<file path="src/rtl/ramp_sweep_pkg.sv">
package ramp_sweep_pkg;

  typedef enum logic [1:0] {
    MODE_BURST    = 2'd0,
    MODE_SAW_ONCE = 2'd1,
    MODE_SAW_LOOP = 2'd2,
    MODE_TRIANGLE = 2'd3
  } sweep_mode_e;

  typedef enum logic [2:0] {
    ST_IDLE,
    ST_WAIT,
    ST_RISE,
    ST_FALL,
    ST_PEAK,
    ST_HOLD
  } seq_state_e;

endpackage

</file>
<file path="src/rtl/ramp_dwell_timer.sv">
module ramp_dwell_timer #(
  parameter int DIV_W = 12
) (
  input  logic             clk,
  input  logic             rst_n,
  input  logic             run_i,
  input  logic             clr_i,
  input  logic [DIV_W-1:0] div_i,
  output logic             tick_o
);

  logic [DIV_W-1:0] cnt_q, cnt_d;
  logic [DIV_W:0]   cnt_inc;

  assign cnt_inc = {1'b0, cnt_q} + (DIV_W+1)'(1);
  // a divider of zero behaves as one
  assign tick_o  = run_i && (cnt_inc >= {1'b0, div_i});

  always_comb begin
    cnt_d = cnt_q;
    if (clr_i)      cnt_d = '0;
    else if (run_i) cnt_d = tick_o ? '0 : cnt_inc[DIV_W-1:0];
  end

  always_ff @(posedge clk or negedge rst_n) begin
    if (!rst_n) cnt_q <= '0;
    else        cnt_q <= cnt_d;
  end


  cnt_lt_div_chk: assert property (@(posedge clk) disable iff (!rst_n)
    (div_i != '0) |-> (cnt_q < div_i));

endmodule

</file>
<file path="src/rtl/ramp_step_seq.sv">
module ramp_step_seq
  import ramp_sweep_pkg::*;
#(
  parameter int STEP_W = 20,
  parameter int DLY_W  = 12,
  parameter int OUT_W  = 32
) (
  input  logic                    clk,
  input  logic                    rst_n,
  input  logic                    en_i,
  input  logic [1:0]              mode_i,
  input  logic                    dual_i,
  input  logic                    sel_i,
  input  logic [STEP_W-1:0]       lim_a_i,
  input  logic [STEP_W-1:0]       lim_b_i,
  input  logic signed [OUT_W-1:0] inc_a_i,
  input  logic signed [OUT_W-1:0] inc_b_i,
  input  logic                    start_dly_en_i,
  input  logic                    gap_en_i,
  input  logic                    dly_unit_i,
  input  logic [DLY_W-1:0]        dly_len_i,
  input  logic                    tick_i,
  output logic                    timer_run_o,
  output logic                    timer_clr_o,
  output logic signed [OUT_W-1:0] acc_o
);

  sweep_mode_e mode;
  seq_state_e  st_q, st_d;
  logic                    seg_q, seg_d;
  logic [STEP_W-1:0]       step_q, step_d;
  logic [DLY_W-1:0]        dcnt_q, dcnt_d;
  logic signed [OUT_W-1:0] acc_q, acc_d;

  logic                    use_b;
  logic [STEP_W-1:0]       lim_cur;
  logic signed [OUT_W-1:0] inc_cur;
  logic [STEP_W:0]         step_inc;
  logic [DLY_W:0]          dcnt_inc;
  logic                    seg_last, dly_adv, dly_done;

  assign mode     = sweep_mode_e'(mode_i);
  assign use_b    = dual_i ? seg_q : sel_i;
  assign lim_cur  = use_b ? lim_b_i : lim_a_i;
  assign inc_cur  = use_b ? inc_b_i : inc_a_i;
  assign step_inc = {1'b0, step_q} + (STEP_W+1)'(1);
  assign seg_last = step_inc >= {1'b0, lim_cur};
  assign dcnt_inc = {1'b0, dcnt_q} + (DLY_W+1)'(1);
  assign dly_adv  = (st_q == ST_WAIT) && (dly_unit_i ? tick_i : 1'b1);
  assign dly_done = dly_adv && (dcnt_inc >= {1'b0, dly_len_i});

  assign timer_run_o = (st_q == ST_WAIT) || (st_q == ST_RISE) ||
                       (st_q == ST_FALL) || (st_q == ST_PEAK);
  assign timer_clr_o = !en_i || (st_q == ST_IDLE) || dly_done;
  assign acc_o       = acc_q;

  always_comb begin
    st_d   = st_q;
    seg_d  = seg_q;
    step_d = step_q;
    dcnt_d = dcnt_q;
    acc_d  = acc_q;
    if (!en_i) begin
      st_d   = ST_IDLE;
      seg_d  = 1'b0;
      step_d = '0;
      dcnt_d = '0;
      acc_d  = '0;
    end else begin
      unique case (st_q)
        ST_IDLE: begin
          seg_d  = 1'b0;
          step_d = '0;
          dcnt_d = '0;
          acc_d  = '0;
          st_d   = start_dly_en_i ? ST_WAIT : ST_RISE;
        end
        ST_WAIT: begin
          if (dly_done) begin
            dcnt_d = '0;
            st_d   = ST_RISE;
          end else if (dly_adv) begin
            dcnt_d = dcnt_inc[DLY_W-1:0];
          end
        end
        ST_RISE: begin
          if (tick_i) begin
            acc_d = acc_q + inc_cur;
            if (seg_last) begin
              step_d = '0;
              if (dual_i && !seg_q) begin
                seg_d = 1'b1;
              end else begin
                unique case (mode)
                  MODE_BURST:    st_d = ST_HOLD;
                  MODE_TRIANGLE: st_d = ST_FALL;
                  default:       st_d = ST_PEAK;
                endcase
              end
            end else begin
              step_d = step_inc[STEP_W-1:0];
            end
          end
        end
        ST_FALL: begin
          if (tick_i) begin
            acc_d = acc_q - inc_cur;
            if (seg_last) begin
              step_d = '0;
              if (dual_i && seg_q) begin
                seg_d = 1'b0;
              end else begin
                seg_d = 1'b0;
                st_d  = ST_RISE;
              end
            end else begin
              step_d = step_inc[STEP_W-1:0];
            end
          end
        end
        ST_PEAK: begin
          if (tick_i) begin
            acc_d  = '0;
            seg_d  = 1'b0;
            step_d = '0;
            dcnt_d = '0;
            if (mode == MODE_SAW_ONCE) st_d = ST_HOLD;
            else if (gap_en_i)         st_d = ST_WAIT;
            else                       st_d = ST_RISE;
          end
        end
        ST_HOLD: ;
        default: st_d = ST_IDLE;
      endcase
    end
  end

  always_ff @(posedge clk or negedge rst_n) begin
    if (!rst_n) begin
      st_q   <= ST_IDLE;
      seg_q  <= 1'b0;
      step_q <= '0;
      dcnt_q <= '0;
      acc_q  <= '0;
    end else begin
      st_q   <= st_d;
      seg_q  <= seg_d;
      step_q <= step_d;
      dcnt_q <= dcnt_d;
      acc_q  <= acc_d;
    end
  end


  clear_on_disable_chk: assert property (@(posedge clk) disable iff (!rst_n)
    !en_i |=> (acc_q == '0));


  move_on_tick_chk: assert property (@(posedge clk) disable iff (!rst_n)
    (acc_q != $past(acc_q)) |-> ($past(tick_i) || $past(!en_i)));


  hold_stable_chk: assert property (@(posedge clk) disable iff (!rst_n)
    (st_q == ST_HOLD && en_i) |=> (acc_q == $past(acc_q)));


  once_zero_chk: assert property (@(posedge clk) disable iff (!rst_n)
    (st_q == ST_HOLD && mode == MODE_SAW_ONCE) |-> (acc_q == '0));


  tri_no_peak_chk: assert property (@(posedge clk) disable iff (!rst_n)
    (st_q == ST_PEAK) |-> (mode != MODE_TRIANGLE));


  wait_bound_chk: assert property (@(posedge clk) disable iff (!rst_n)
    (st_q == ST_WAIT) |-> ((dcnt_q < dly_len_i) || (dcnt_q == '0)));

endmodule

</file>
<file path="src/rtl/ramp_out_stage.sv">
module ramp_out_stage #(
  parameter int OUT_W = 32
) (
  input  logic                    clk,
  input  logic                    rst_n,
  input  logic                    en_i,
  input  logic signed [OUT_W-1:0] acc_i,
  input  logic                    fsk_en_i,
  input  logic                    fsk_bit_i,
  input  logic signed [OUT_W-1:0] fsk_inc_i,
  input  logic                    irq_i,
  output logic [OUT_W-1:0]        off_o,
  output logic [OUT_W-1:0]        rb_o
);

  logic signed [OUT_W-1:0] off_q, off_d;
  logic [OUT_W-1:0]        rb_q, rb_d;
  logic                    shift_on;

  assign shift_on = en_i && fsk_en_i && fsk_bit_i;

  always_comb begin
    off_d = shift_on ? (acc_i + fsk_inc_i) : acc_i;
    rb_d  = irq_i ? off_q : rb_q;
  end

  always_ff @(posedge clk or negedge rst_n) begin
    if (!rst_n) begin
      off_q <= '0;
      rb_q  <= '0;
    end else begin
      off_q <= off_d;
      rb_q  <= rb_d;
    end
  end

  assign off_o = off_q;
  assign rb_o  = rb_q;


  plain_path_chk: assert property (@(posedge clk) disable iff (!rst_n)
    !fsk_en_i |=> (off_q == $past(acc_i)));


  capture_chk: assert property (@(posedge clk) disable iff (!rst_n)
    irq_i |=> (rb_q == $past(off_q)));


  rb_keep_chk: assert property (@(posedge clk) disable iff (!rst_n)
    !irq_i |=> $stable(rb_q));

endmodule

</file>
<file path="src/rtl/ramp_sweep_gen.sv">
module ramp_sweep_gen #(
  parameter int STEP_W  = 20,
  parameter int DEV_W   = 16,
  parameter int SHIFT_W = 4,
  parameter int DIV_W   = 12,
  parameter int DLY_W   = 12,
  parameter int OUT_W   = 32
) (
  input  logic               clk,
  input  logic               rst_n,
  input  logic               ramp_en_i,
  input  logic [1:0]         mode_i,
  input  logic               dual_i,
  input  logic               set_sel_i,
  input  logic [STEP_W-1:0]  steps_a_i,
  input  logic [STEP_W-1:0]  steps_b_i,
  input  logic [DEV_W-1:0]   dev_a_i,
  input  logic [DEV_W-1:0]   dev_b_i,
  input  logic [SHIFT_W-1:0] dev_shift_i,
  input  logic [DIV_W-1:0]   dwell_div_i,
  input  logic               start_dly_en_i,
  input  logic               gap_dly_en_i,
  input  logic               dly_unit_i,
  input  logic [DLY_W-1:0]   dly_len_i,
  input  logic               fsk_en_i,
  input  logic               fsk_bit_i,
  input  logic [DEV_W-1:0]   fsk_dev_i,
  input  logic               irq_i,
  output logic [OUT_W-1:0]   offset_o,
  output logic [OUT_W-1:0]   readback_o
);

  localparam int EXT_W  = OUT_W - DEV_W;
  localparam int N_WORD = 3;

  logic [DEV_W-1:0]        dev_w [N_WORD];
  logic signed [OUT_W-1:0] inc_w [N_WORD];
  logic                    tick, run, clr;
  logic signed [OUT_W-1:0] acc;

  assign dev_w[0] = dev_a_i;
  assign dev_w[1] = dev_b_i;
  assign dev_w[2] = fsk_dev_i;

  for (genvar g = 0; g < N_WORD; g++) begin : g_scale
    assign inc_w[g] = $signed({{EXT_W{dev_w[g][DEV_W-1]}}, dev_w[g]}) <<< dev_shift_i;
  end

  ramp_dwell_timer #(.DIV_W(DIV_W)) u_timer (
    .clk    (clk),
    .rst_n  (rst_n),
    .run_i  (run),
    .clr_i  (clr),
    .div_i  (dwell_div_i),
    .tick_o (tick)
  );

  ramp_step_seq #(
    .STEP_W (STEP_W),
    .DLY_W  (DLY_W),
    .OUT_W  (OUT_W)
  ) u_seq (
    .clk            (clk),
    .rst_n          (rst_n),
    .en_i           (ramp_en_i),
    .mode_i         (mode_i),
    .dual_i         (dual_i),
    .sel_i          (set_sel_i),
    .lim_a_i        (steps_a_i),
    .lim_b_i        (steps_b_i),
    .inc_a_i        (inc_w[0]),
    .inc_b_i        (inc_w[1]),
    .start_dly_en_i (start_dly_en_i),
    .gap_en_i       (gap_dly_en_i),
    .dly_unit_i     (dly_unit_i),
    .dly_len_i      (dly_len_i),
    .tick_i         (tick),
    .timer_run_o    (run),
    .timer_clr_o    (clr),
    .acc_o          (acc)
  );

  ramp_out_stage #(.OUT_W(OUT_W)) u_out (
    .clk       (clk),
    .rst_n     (rst_n),
    .en_i      (ramp_en_i),
    .acc_i     (acc),
    .fsk_en_i  (fsk_en_i),
    .fsk_bit_i (fsk_bit_i),
    .fsk_inc_i (inc_w[2]),
    .irq_i     (irq_i),
    .off_o     (offset_o),
    .rb_o      (readback_o)
  );

endmodule

</file>
<file path="config.mk">
export PLATFORM = sky130hd
export DESIGN_NAME = ramp_sweep_gen
export DESIGN_NICKNAME = d
export VERILOG_FILES = /design/src/rtl/ramp_sweep_pkg.sv /design/src/rtl/ramp_dwell_timer.sv /design/src/rtl/ramp_step_seq.sv /design/src/rtl/ramp_out_stage.sv /design/src/rtl/ramp_sweep_gen.sv
export SDC_FILE = /design/constraint.sdc
export NUM_CORES = 1
export LEC_CHECK = 0
export BUFFER_PORTS_ARGS = -buffer_cell sky130_fd_sc_hd__buf_4
export CAP_MARGIN = 30
export CELL_PAD_IN_SITES_DETAIL_PLACEMENT = 0
export CELL_PAD_IN_SITES_GLOBAL_PLACEMENT = 2
export CORE_ASPECT_RATIO = 0.75
export CORE_MARGIN = 1.5
export CORE_UTILIZATION = 39
export DETAILED_ROUTE_END_ITERATION = 10
export PLACE_DENSITY = 0.95
export SLEW_MARGIN = 20
export SYNTH_ARGS = -nofsm -noshare
export SYNTH_HDL_FRONTEND = slang
export SYNTH_SLANG_ARGS = --single-unit
</file>
<file path="constraint.sdc">
create_clock -name clk -period 9.1 [get_ports clk]
set_clock_uncertainty 0.15 [all_clocks]
set_input_delay 0.455 -clock clk [delete_from_list [all_inputs] [get_ports clk]]
set_output_delay 0.455 -clock clk [all_outputs]
set_load 0.01 [all_outputs]
</file>
# Yosys cells after proc, flatten, opt, wreduce, memory -nomap -nowiden
# Index checks and enable logic that the tools add are counted.
dict set report op_classes {
  n_addsub 6
  magnitude_cmp 3
  n_eq_ne 22
  shift 3
  mux 45
  reduce_logical 23
}
# operator n
set op_table {}
lappend op_table {{32-bit 2-to-1 mux} 6}
lappend op_table {{32-bit case mux with 4 select lines} 1}
lappend op_table {{20-bit 2-to-1 mux} 5}
lappend op_table {{16-bit by 4-bit <<< shifter with 32-bit output} 3}
lappend op_table {{12-bit 2-to-1 mux} 7}
lappend op_table {{32-bit adder} 2}
lappend op_table {{20-bit case mux with 3 select lines} 1}
lappend op_table {{12-bit case mux with 3 select lines} 1}
lappend op_table {{32-bit subtractor} 1}
lappend op_table {{3-bit 2-to-1 mux} 10}
lappend op_table {{12-bit by 1-bit adder with 13-bit output, second input constant} 2}
lappend op_table {{13-bit by 12-bit greater-or-equal comparator with 1-bit output} 2}
lappend op_table {{20-bit by 1-bit adder with 21-bit output, second input constant} 1}
lappend op_table {{21-bit by 20-bit greater-or-equal comparator with 1-bit output} 1}
lappend op_table {{3-bit by 2-bit != test with 1-bit output, second input constant} 7}
lappend op_table {{3-bit case mux with 6 select lines} 1}
lappend op_table {{1-bit 2-to-1 mux} 9}
lappend op_table {{3-bit != test, second input constant} 3}
lappend op_table {{9-bit AND reduction} 1}
lappend op_table {{4-bit by 2-bit != test with 1-bit output, second input constant} 2}
lappend op_table {{1-bit logical AND} 7}
lappend op_table {{7-bit AND reduction} 1}
lappend op_table {{3-bit by 2-bit == test with 1-bit output, second input constant} 2}
lappend op_table {{3-bit == test, second input constant} 2}
lappend op_table {{other kinds (17)} 24}
dict set report totals {
  ff_bits 144
  inputBits 129
  out_inout_bits 64
  wordCells 110
}

# Longest topological paths before layout
# Gate-level depths: netlist of run 1.
dict set report depth {
  word_depth 11
  mapped_depth 25
  depth_no_buf 23
}

# Modules after synthesis
# A second synthesis of run 1 with hierarchy kept.
dict set report unflattened {
  hier_cells 1907
  area_unflattened_um2 15720.1
}
# mod instances cells_per_inst area_per_inst_um2 seq_area_each_um2
set modules_own_cells {}
lappend modules_own_cells {ramp_step_seq 1 927 7383.3 1701.6}
lappend modules_own_cells {ramp_out_stage 1 434 4135.2 1601.5}
lappend modules_own_cells {ramp_sweep_gen 1 421 3088.0 0.0}
lappend modules_own_cells {ramp_dwell_timer 1 125 1113.6 300.3}

# Least setup slack after synthesis of run 1
# OpenSTA, ideal clock, no wires.
dict set report synth_path {
  path_kind {input to register}
  start {input dev_shift_i[0]}
  end {register u_seq.acc_q[31] (netlist: u_seq.acc_o[31])}
  setup_ns 0.128
  t_arrival_ns 5.203
  required_time_ns 8.822
  setup_slack_ns 3.619
  cell_stages 22
  cell_sequence {buf_6 -> buf_8 -> mux4_2 -> mux4_2 -> a21oi_1 -> nand4_2 -> nor2_1 -> inv_2 -> o21ai_0 -> xnor2_1 -> ha_1 -> nand3_1 -> nor4_1 -> o2111ai_1 -> a31o_2 -> a31o_2 -> o21ai_0 -> o21ai_0 -> o21ai_0 -> xnor2_1 -> a21oi_1 -> o22ai_1}
}
dict set report synth_between {
  elab_chain_len 6
  elab_cells_between_ends 9
  cone_classes {add/sub (2); shift (2); mux (5)}
}
# element line_no
set synth_lines {}
lappend synth_lines {{start, declared} ramp_sweep_gen.sv:19} ;# input logic [SHIFT_W-1:0] dev_shift_i,
lappend synth_lines {{16-bit by 4-bit <<< shifter with 32-bit output} ramp_sweep_gen.sv:46} ;# assign inc_w[g] = $signed({{EXT_W{dev_w[g][DEV_W-1]}}, dev_w[g]}) <<< dev_shift_i;
lappend synth_lines {{32-bit 2-to-1 mux *} ramp_step_seq.sv:45} ;# assign inc_cur = use_b ? inc_b_i : inc_a_i;
lappend synth_lines {{32-bit subtractor / 32-bit adder (equally long branches)} {ramp_step_seq.sv:107, ramp_step_seq.sv:88}}
lappend synth_lines {{32-bit 2-to-1 mux (on tied branches)} {ramp_step_seq.sv:106, ramp_step_seq.sv:87}}
lappend synth_lines {{32-bit case mux with 4 select lines *} ramp_step_seq.sv:70} ;# unique case (st_q)
lappend synth_lines {{32-bit 2-to-1 mux *} ramp_step_seq.sv:63} ;# if (!en_i) begin
lappend synth_lines {{end signal, assigned} ramp_step_seq.sv:144} ;# acc_q <= '0;
lappend synth_lines {{end signal, assigned} ramp_step_seq.sv:150} ;# acc_q <= acc_d;
lappend synth_lines {{end, declared} ramp_step_seq.sv:33} ;# logic signed [OUT_W-1:0] acc_q, acc_d;
# Every way passes the cells marked *; elsewhere a longest branch is shown, timed or not. The select of a mux whose other input is x is not followed.
# A chain may end at the register's enable or synchronous reset.

# Worst setup path after layout of run 1
dict set report layout_path {
  start {register u_seq.seg_q}
  end {register u_seq.acc_q[30] (netlist: u_seq.acc_o[30])}
}
dict set report layout_between {
  elab_chain_len 6
  elab_cells_between_ends 8
  cone_classes {add/sub (2); mux (6)}
}
# element line_no
set layout_lines {}
lappend layout_lines {{start, declared} ramp_step_seq.sv:30} ;# logic seg_q, seg_d;
lappend layout_lines {{start signal, assigned} ramp_step_seq.sv:147} ;# seg_q <= seg_d;
lappend layout_lines {{1-bit 2-to-1 mux *} ramp_step_seq.sv:43} ;# assign use_b = dual_i ? seg_q : sel_i;
lappend layout_lines {{32-bit 2-to-1 mux *} ramp_step_seq.sv:45}
lappend layout_lines {{32-bit subtractor / 32-bit adder (equally long branches)} {ramp_step_seq.sv:107, ramp_step_seq.sv:88}}
lappend layout_lines {{32-bit 2-to-1 mux (on tied branches)} {ramp_step_seq.sv:106, ramp_step_seq.sv:87}}
lappend layout_lines {{32-bit case mux with 4 select lines *} ramp_step_seq.sv:70}
lappend layout_lines {{32-bit 2-to-1 mux *} ramp_step_seq.sv:63}
# Marks and branches as above.

==> results of run 1 <==
==> power groups by stage <==
stage / Sequential, µW / Clock [µW] / Combinational [µW]
global route: 702 / 751 / 1130
CTS: 696 / 725 / 1020
finish: 696 / 705 / 1020
detailed placement: 709 / 0 / 1010
global placement: 707 / 0 / 1000
floorplan: 695 / 0 / 750
==> area by class of cell <==
cell class | instances | area share
clock inverter | 15 | 0.009615
multi-input combinational | 1258 | 0.5866
inverter | 68 | 0.01608
tap | 450 | 0.03546
clock buffer | 17 | 0.02679
sequential | 144 | 0.2270
timing repair buffer | 206 | 0.09843
==> layer usage <==
layer | GRT usage | up-vias | share of wire
met4 | 0.03977 | 0 | 0.010
met1 | 0.3394 | 5783 | 0.53
met5 | 0 | - | 0
li1 | - | 6013 | -
met2 | 0.3117 | 364 | 0.41
met3 | 0.03111 | 32 | 0.056
==> critical path, stage by stage, from the launching register on <==
cell	delay (ps)
dfrtp_1	420
mux2i_4	560
buf_4	390
mux2_2	390
mux4_2	520
a21oi_1	330
nand4_2	240
nor2_1	310
inv_2	100
o21ai_0	230
xnor2_1	110
ha_1	380
nand3_1	140
nor4_1	490
o211ai_1	210
a41oi_1	400
o21ai_1	200
nor3_1	270
o31ai_1	160
a21oi_1	250
mux2i_1	100
o21ai_0	160
nand2_1	80
==> logic make-up after synthesis <==
logic type      share of synthesized area
simple gates                       0.1467
flops                              0.2675
buf+inv                           0.04189
mux                                0.1353
compound gates                     0.2258
xor+xnor                          0.07478
fa+ha+maj                          0.1079
==> timing repair <==
item                                   in CTS  in global routing
hold buffers                                1                  0
setup buffers                               0                  0
endpoints found under the hold margin      21                  0
==> Yosys cell counts (all sizes together) (46+ instances only) <==
library cell,n
a21oi,104
clkbuf,46
dfrtp,144
ha,113
inv,67
mux2,54
mux2i,83
nand2,125
nor2,116
o21ai,117
xnor2,67
xor2,48
==> sequential cells by signal, indices dropped and copies added, names as in the netlist <==
name and count:
u_out.off_o 32, u_out.rb_o 32, u_seq.acc_o 32, u_seq.dcnt_q 12, u_seq.seg_q 1, u_seq.st_q 3, u_seq.step_q 20, u_timer.cnt_q 12
==> how the worst min path moves through the flow <==
stage | to | from | slack [ps] | depth (start not counted)
CTS | u_seq.seg_q | dual_i | 200 | 3
global route | u_seq.seg_q | dual_i | 250 | 3
detailed placement | u_timer.cnt_q[11] | u_timer.cnt_q[11] | 330 | 1
finish | u_seq.seg_q | dual_i | 220 | 3
floorplan | u_out.off_o[0] | rst_n | 9 | 0
global placement | u_timer.cnt_q[11] | u_timer.cnt_q[11] | 320 | 1
==> per-stage QoR <==
stage / hold WS [ps] / total power (µW) / setup WS (ps) / cell area (µm²) / instances
floorplan: 9.409 / 1445 / 3619 / 13470 / 1537
global placement: 325.0 / 1710 / 2389 / 15250 / 2121
detailed placement: 332.0 / 1720 / 2239 / 15270 / 2123
CTS: 200.1 / 2437 / 2432 / 15860 / 2156
global route: 247.0 / 2581 / 1848 / 15880 / 2158
finish: 218.9 / 2425 / 2389 / 15880 / 2158
==> summary.txt, run 1 <==
Worst r2r path cells - 22
Antenna cells - 0
IO Pins - 193
DR iter-0 viols - 938
Share of layout cells above drive strength 1 - 0.1909
DRC errors left - 0
Maxcap violations - 0
Die H - 163.9 µm
Vias in the first global route - 11,180
Crit path kind - reg -> reg
DIE AREA - 35,670 µm²
Critical Path Start Type - register
Area of the mapped netlist - 13,470 µm²
Combinational share of power - 0.422
CP endpoint kind - register
Yosys top cell area share - 0.2675
CP required - 9260 ps
First-pass GRT wire length - 61.02 mm
Final core utilization - 0.4705
Via count - 12,190
P_leak - 0.007958 µW
Layout area overhead - 17.87%
Pwr per Cell Area - 152.8 nW/µm²
CP max FO - 16
Nets@finish - 1,939
Filler Cell Count - 3,292
Die width - 217.6 µm
Multi-input logic area - 9314 µm²
Routability cong. - 0.8464
Top cells by area, synth - dfrtp_1 (27%), ha_1 (10%), mux2i_1 (6.0%)
Initial antenna violation count - 0
Commonest non-fill, non-tap cell in the layout - buf_4
Clk_lat worst skew - 440 ps
Remaining Overflow, GRT - 0
Global-route usage over all layers - 0.2166
Routed len/inst - 17.90 µm
Sequential power share - 0.287
Final Hold Vio Count - 0
Via density per instance - 5.650
Class of the worst hold path - in -> reg
Register Area - 3603 µm²
PostCTS Resize Cnt - 0
Warnings, synthesis - 0
Psw - 965.2 µW
Register-to-register setup slack - 2390 ps
Sinks on Clock Net - 144
Max clock buf depth - 2
Clk slew on worst S/H paths - 70 ps
Max IR drop VDD - 140.4 µV
Top FF cell, synth - dfrtp_1
Final setup viols - 0
Post-synthesis cell type with the largest combined area - dfrtp_1
Commonest non-fill, non-tap cells in the layout - buf_4 (201), dfrtp_1 (144), nand2_1 (124)
Clk pwr share - 0.291
Total CTS buffers - 17
Netlist cell types - 83
CTS tree - yes
Critical Path Source - u_seq.seg_q
Largest net degree at the start of global routing - 92
Synth Net Count - 1,781
Detailed placement HPWL - 30.52 mm
Outcome - completed
Setup TNS - 0 ps
Async S/R FF share, synth - 1.000
Internal Power - 1460 µW
Sequential area share after synthesis - 0.2675
IO Port Bufs - 192
Synth Area per Inst - 8.763 µm²
Worst Path Arrival - 6880 ps
Placement Rows - 58
Post-route ant nets - 0
CTS H-tree lvls - 4
Synth Instances - 1,537
Number of flops mapped to enable cells by yosys - 0
Clk Tree Root Cell - clkbuf_16
Core Box Area - 33,740 µm²
R2R Path Start - u_seq.seg_q
Unrepaired setup endpoints after global routing - no
Seq cells post-synth - 144
Pre-antenna DRT Iters - 5
Sw Share - 0.3980
Starting Density - 0.3991
Crit path capture - u_seq.acc_o[30]
Achievable Freq - 0.1490 GHz
Worst slew margin - 0.4256
Final period util - 0.7375
DRT Wirelength - 38.63 mm
Reg-to-reg endpoint - u_seq.acc_o[30]
Least-Margin Pin Slew - 861.6 ps
Max Slew Vio Count - 0
Min cycle time layout - 6711 ps
Note: power is estimated with default switching activity, not from simulation.
==> inputs of run 2 (changes only) <==
--- a/config.mk
+++ b/config.mk
@@ -11,9 +11,9 @@
 export CELL_PAD_IN_SITES_GLOBAL_PLACEMENT = 2
 export CORE_ASPECT_RATIO = 0.75
 export CORE_MARGIN = 1.5
-export CORE_UTILIZATION = 39
+export CORE_UTILIZATION = 36
 export DETAILED_ROUTE_END_ITERATION = 10
-export PLACE_DENSITY = 0.95
+export PLACE_DENSITY = 0.9
 export SLEW_MARGIN = 20
 export SYNTH_ARGS = -nofsm -noshare
 export SYNTH_HDL_FRONTEND = slang
==> constraint.sdc (replaced) <==
create_clock -name clk -period 6.3 [get_ports clk]
set_clock_uncertainty 0.15 [all_clocks]
set_input_delay 0.315 -clock clk [delete_from_list [all_inputs] [get_ports clk]]
set_output_delay 0.315 -clock clk [all_outputs]
set_load 0.01 [all_outputs]
==> run 2 against run 1 <==
  * Sequential cell count unchanged
  * Via count down 0.57%
  * Clock-buffer cell count up 3
  * Largest cell class unchanged
  * Non-clock buffer count up 21
  * Global-route usage down 1.2 points
  * Core utilization down 3.5 points
  * Total power up 46%
  * First-iteration DRC count up 11%
==> summary.txt, run 2 (synthesis results as in run 1) <==
Detailed placement HPWL - 31.31 mm
Sinks on Clock Net - 144
Share of layout cells above drive strength 1 - 0.2013
Reg-to-reg endpoint - u_seq.acc_o[31]
Via count - 12,120
Routed len/inst - 17.57 µm
Placed Cells - 2,200
Met3 Track Usage GR - 0.03332
Worst r2r path cells - 20
Crit path kind - reg -> reg
Die H - 170.5 µm
DIE AREA - 38,600 µm²
Achievable Freq - 0.1689 GHz
Class of the worst hold path - in -> reg
DRC errors left - 0
DR iter-0 viols - 1,044
Remaining Overflow, GRT - 0
IO Pins - 193
First-pass GRT wire length - 62.43 mm
Pre-antenna DRT Iters - 5
P_leak - 0.008053 µW
Post-route ant nets - 0
Commonest non-fill, non-tap cells in the layout - buf_4 (225), dfrtp_1 (144), nand2_1 (124)
Final setup viols - 0
Worst slew margin - 0.3809
R2R Path Start - u_seq.seg_q
Register Area - 3603 µm²
Initial antenna violation count - 0
Final period util - 0.9396
Post-DP Area - 15,500 µm²
Design Area, Final - 16,100 µm²
Max Slew Vio Count - 0
Multi-input logic area - 9320 µm²
Routability cong. - 0.9060
Min cycle time layout - 5919 ps
Register-to-register setup slack - 380 ps
Total CTS buffers - 17
Largest net degree at the start of global routing - 87
Hold path cells - 3
Max clock buf depth - 2
Critical Path Start Type - register
GR peak layer - met1
Clk slew on worst S/H paths - 60 ps
Die width - 226.4 µm
Max IR drop VDD - 225.3 µV
Vias in the first global route - 11,510
Core Box Area - 36,940 µm²
Met1 usage - 0.3200
DRT Wirelength - 39.23 mm
Hold slack - 97.97 ps
Pwr per Cell Area - 219.5 nW/µm²
GR Util met2 - 0.2915
Outcome - completed
Final core utilization - 0.4358
Post-CTS setup buffer count - 0
Nets@finish - 1,960
Commonest non-fill, non-tap cell in the layout - buf_4
Final Hold Vio Count - 0
CP required - 6450 ps
Layout Cells excl Fill - 2,233
Via density per instance - 5.429
Least-Margin Pin Slew - 905.3 ps
Layout area overhead - 19.52%
Clk Tree Root Cell - clkbuf_16
Global-route usage over all layers - 0.2050
CTS tree - yes
CTS H-tree lvls - 4
Antenna cells - 0
Placement Rows - 61
Critical Path Source - u_seq.seg_q
CP max FO - 8
Crit path capture - u_seq.acc_o[31]
Setup TNS - 0 ps
IO Port Bufs - 192
CP endpoint kind - register
Starting Density - 0.3646
Filler Cell Count - 3,675
Maxcap violations - 0
Clk_lat worst skew - 430 ps
Worst Path Arrival - 6070 ps
-- run 2: worst max-delay path, stage by stage, from the launching register on --
cell	delay, ps
dfrtp_1	420
mux2i_4	420
mux4_2	430
mux4_2	560
a21oi_1	330
nand4_2	150
nor2_1	300
a31oi_1	160
xnor2_1	170
ha_1	400
nand3_1	160
nor4_2	420
o2111ai_1	230
a31o_2	310
a31o_2	230
o21ai_0	190
o21ai_0	160
o21ai_0	230
xnor2_1	120
a21oi_1	170
o22ai_1	90
-- run 2: per-layer routing --
layer,vias to the layer above,wire length [µm]
met5,-,0
met4,0,452
met3,30,2076
met2,350,16040
met1,5717,20670
li1,6026,-
-- run 2: worst min path at each step --
stage	from	endpoint	slack, ps
6_report	dual_i	u_seq.seg_q	100
5_1_grt	dual_i	u_seq.seg_q	100
4_1_cts	dual_i	u_seq.seg_q	70
3_5_place_dp	rst_n	u_out.rb_o[9]	290
3_3_place_gp	rst_n	u_out.rb_o[9]	280
2_1_floorplan	rst_n	u_out.off_o[0]	-130
-- run 2: layout make-up --
type | count | area share
clock buffers | 20 | 0.02837
clock inverters | 12 | 0.007539
inverters | 68 | 0.01586
multi-input cells | 1258 | 0.5790
flip-flops and latches | 144 | 0.2238
well taps | 504 | 0.03917
repair buffers | 227 | 0.1062
-- run 2: repair_timing --
action,4_1_cts,5_1_grt
hold buffers,1,0
resized for setup,0,1
endpoints found under the hold margin,85,0
endpoints found under the setup margin,0,3
-- run 2: metrics by stage --
step | total power [µW] | worst slack (ps)
after global routing | 3779 | -49.91
after CTS | 3559 | 422.1
after floorplan | 2087 | 959.4
after global placement | 2503 | 454.7
final | 3534 | 380.6
after detailed placement | 2521 | 362.1
-- run 2: power breakdown --
part	internal, µW	leakage [µW]	total [µW]	switching [µW]
clock	573	0.000276	1020	443
combinational	620	0.00578	1510	892
sequential	956	0.00200	1010	49.5
total	2150	0.00805	3530	1390
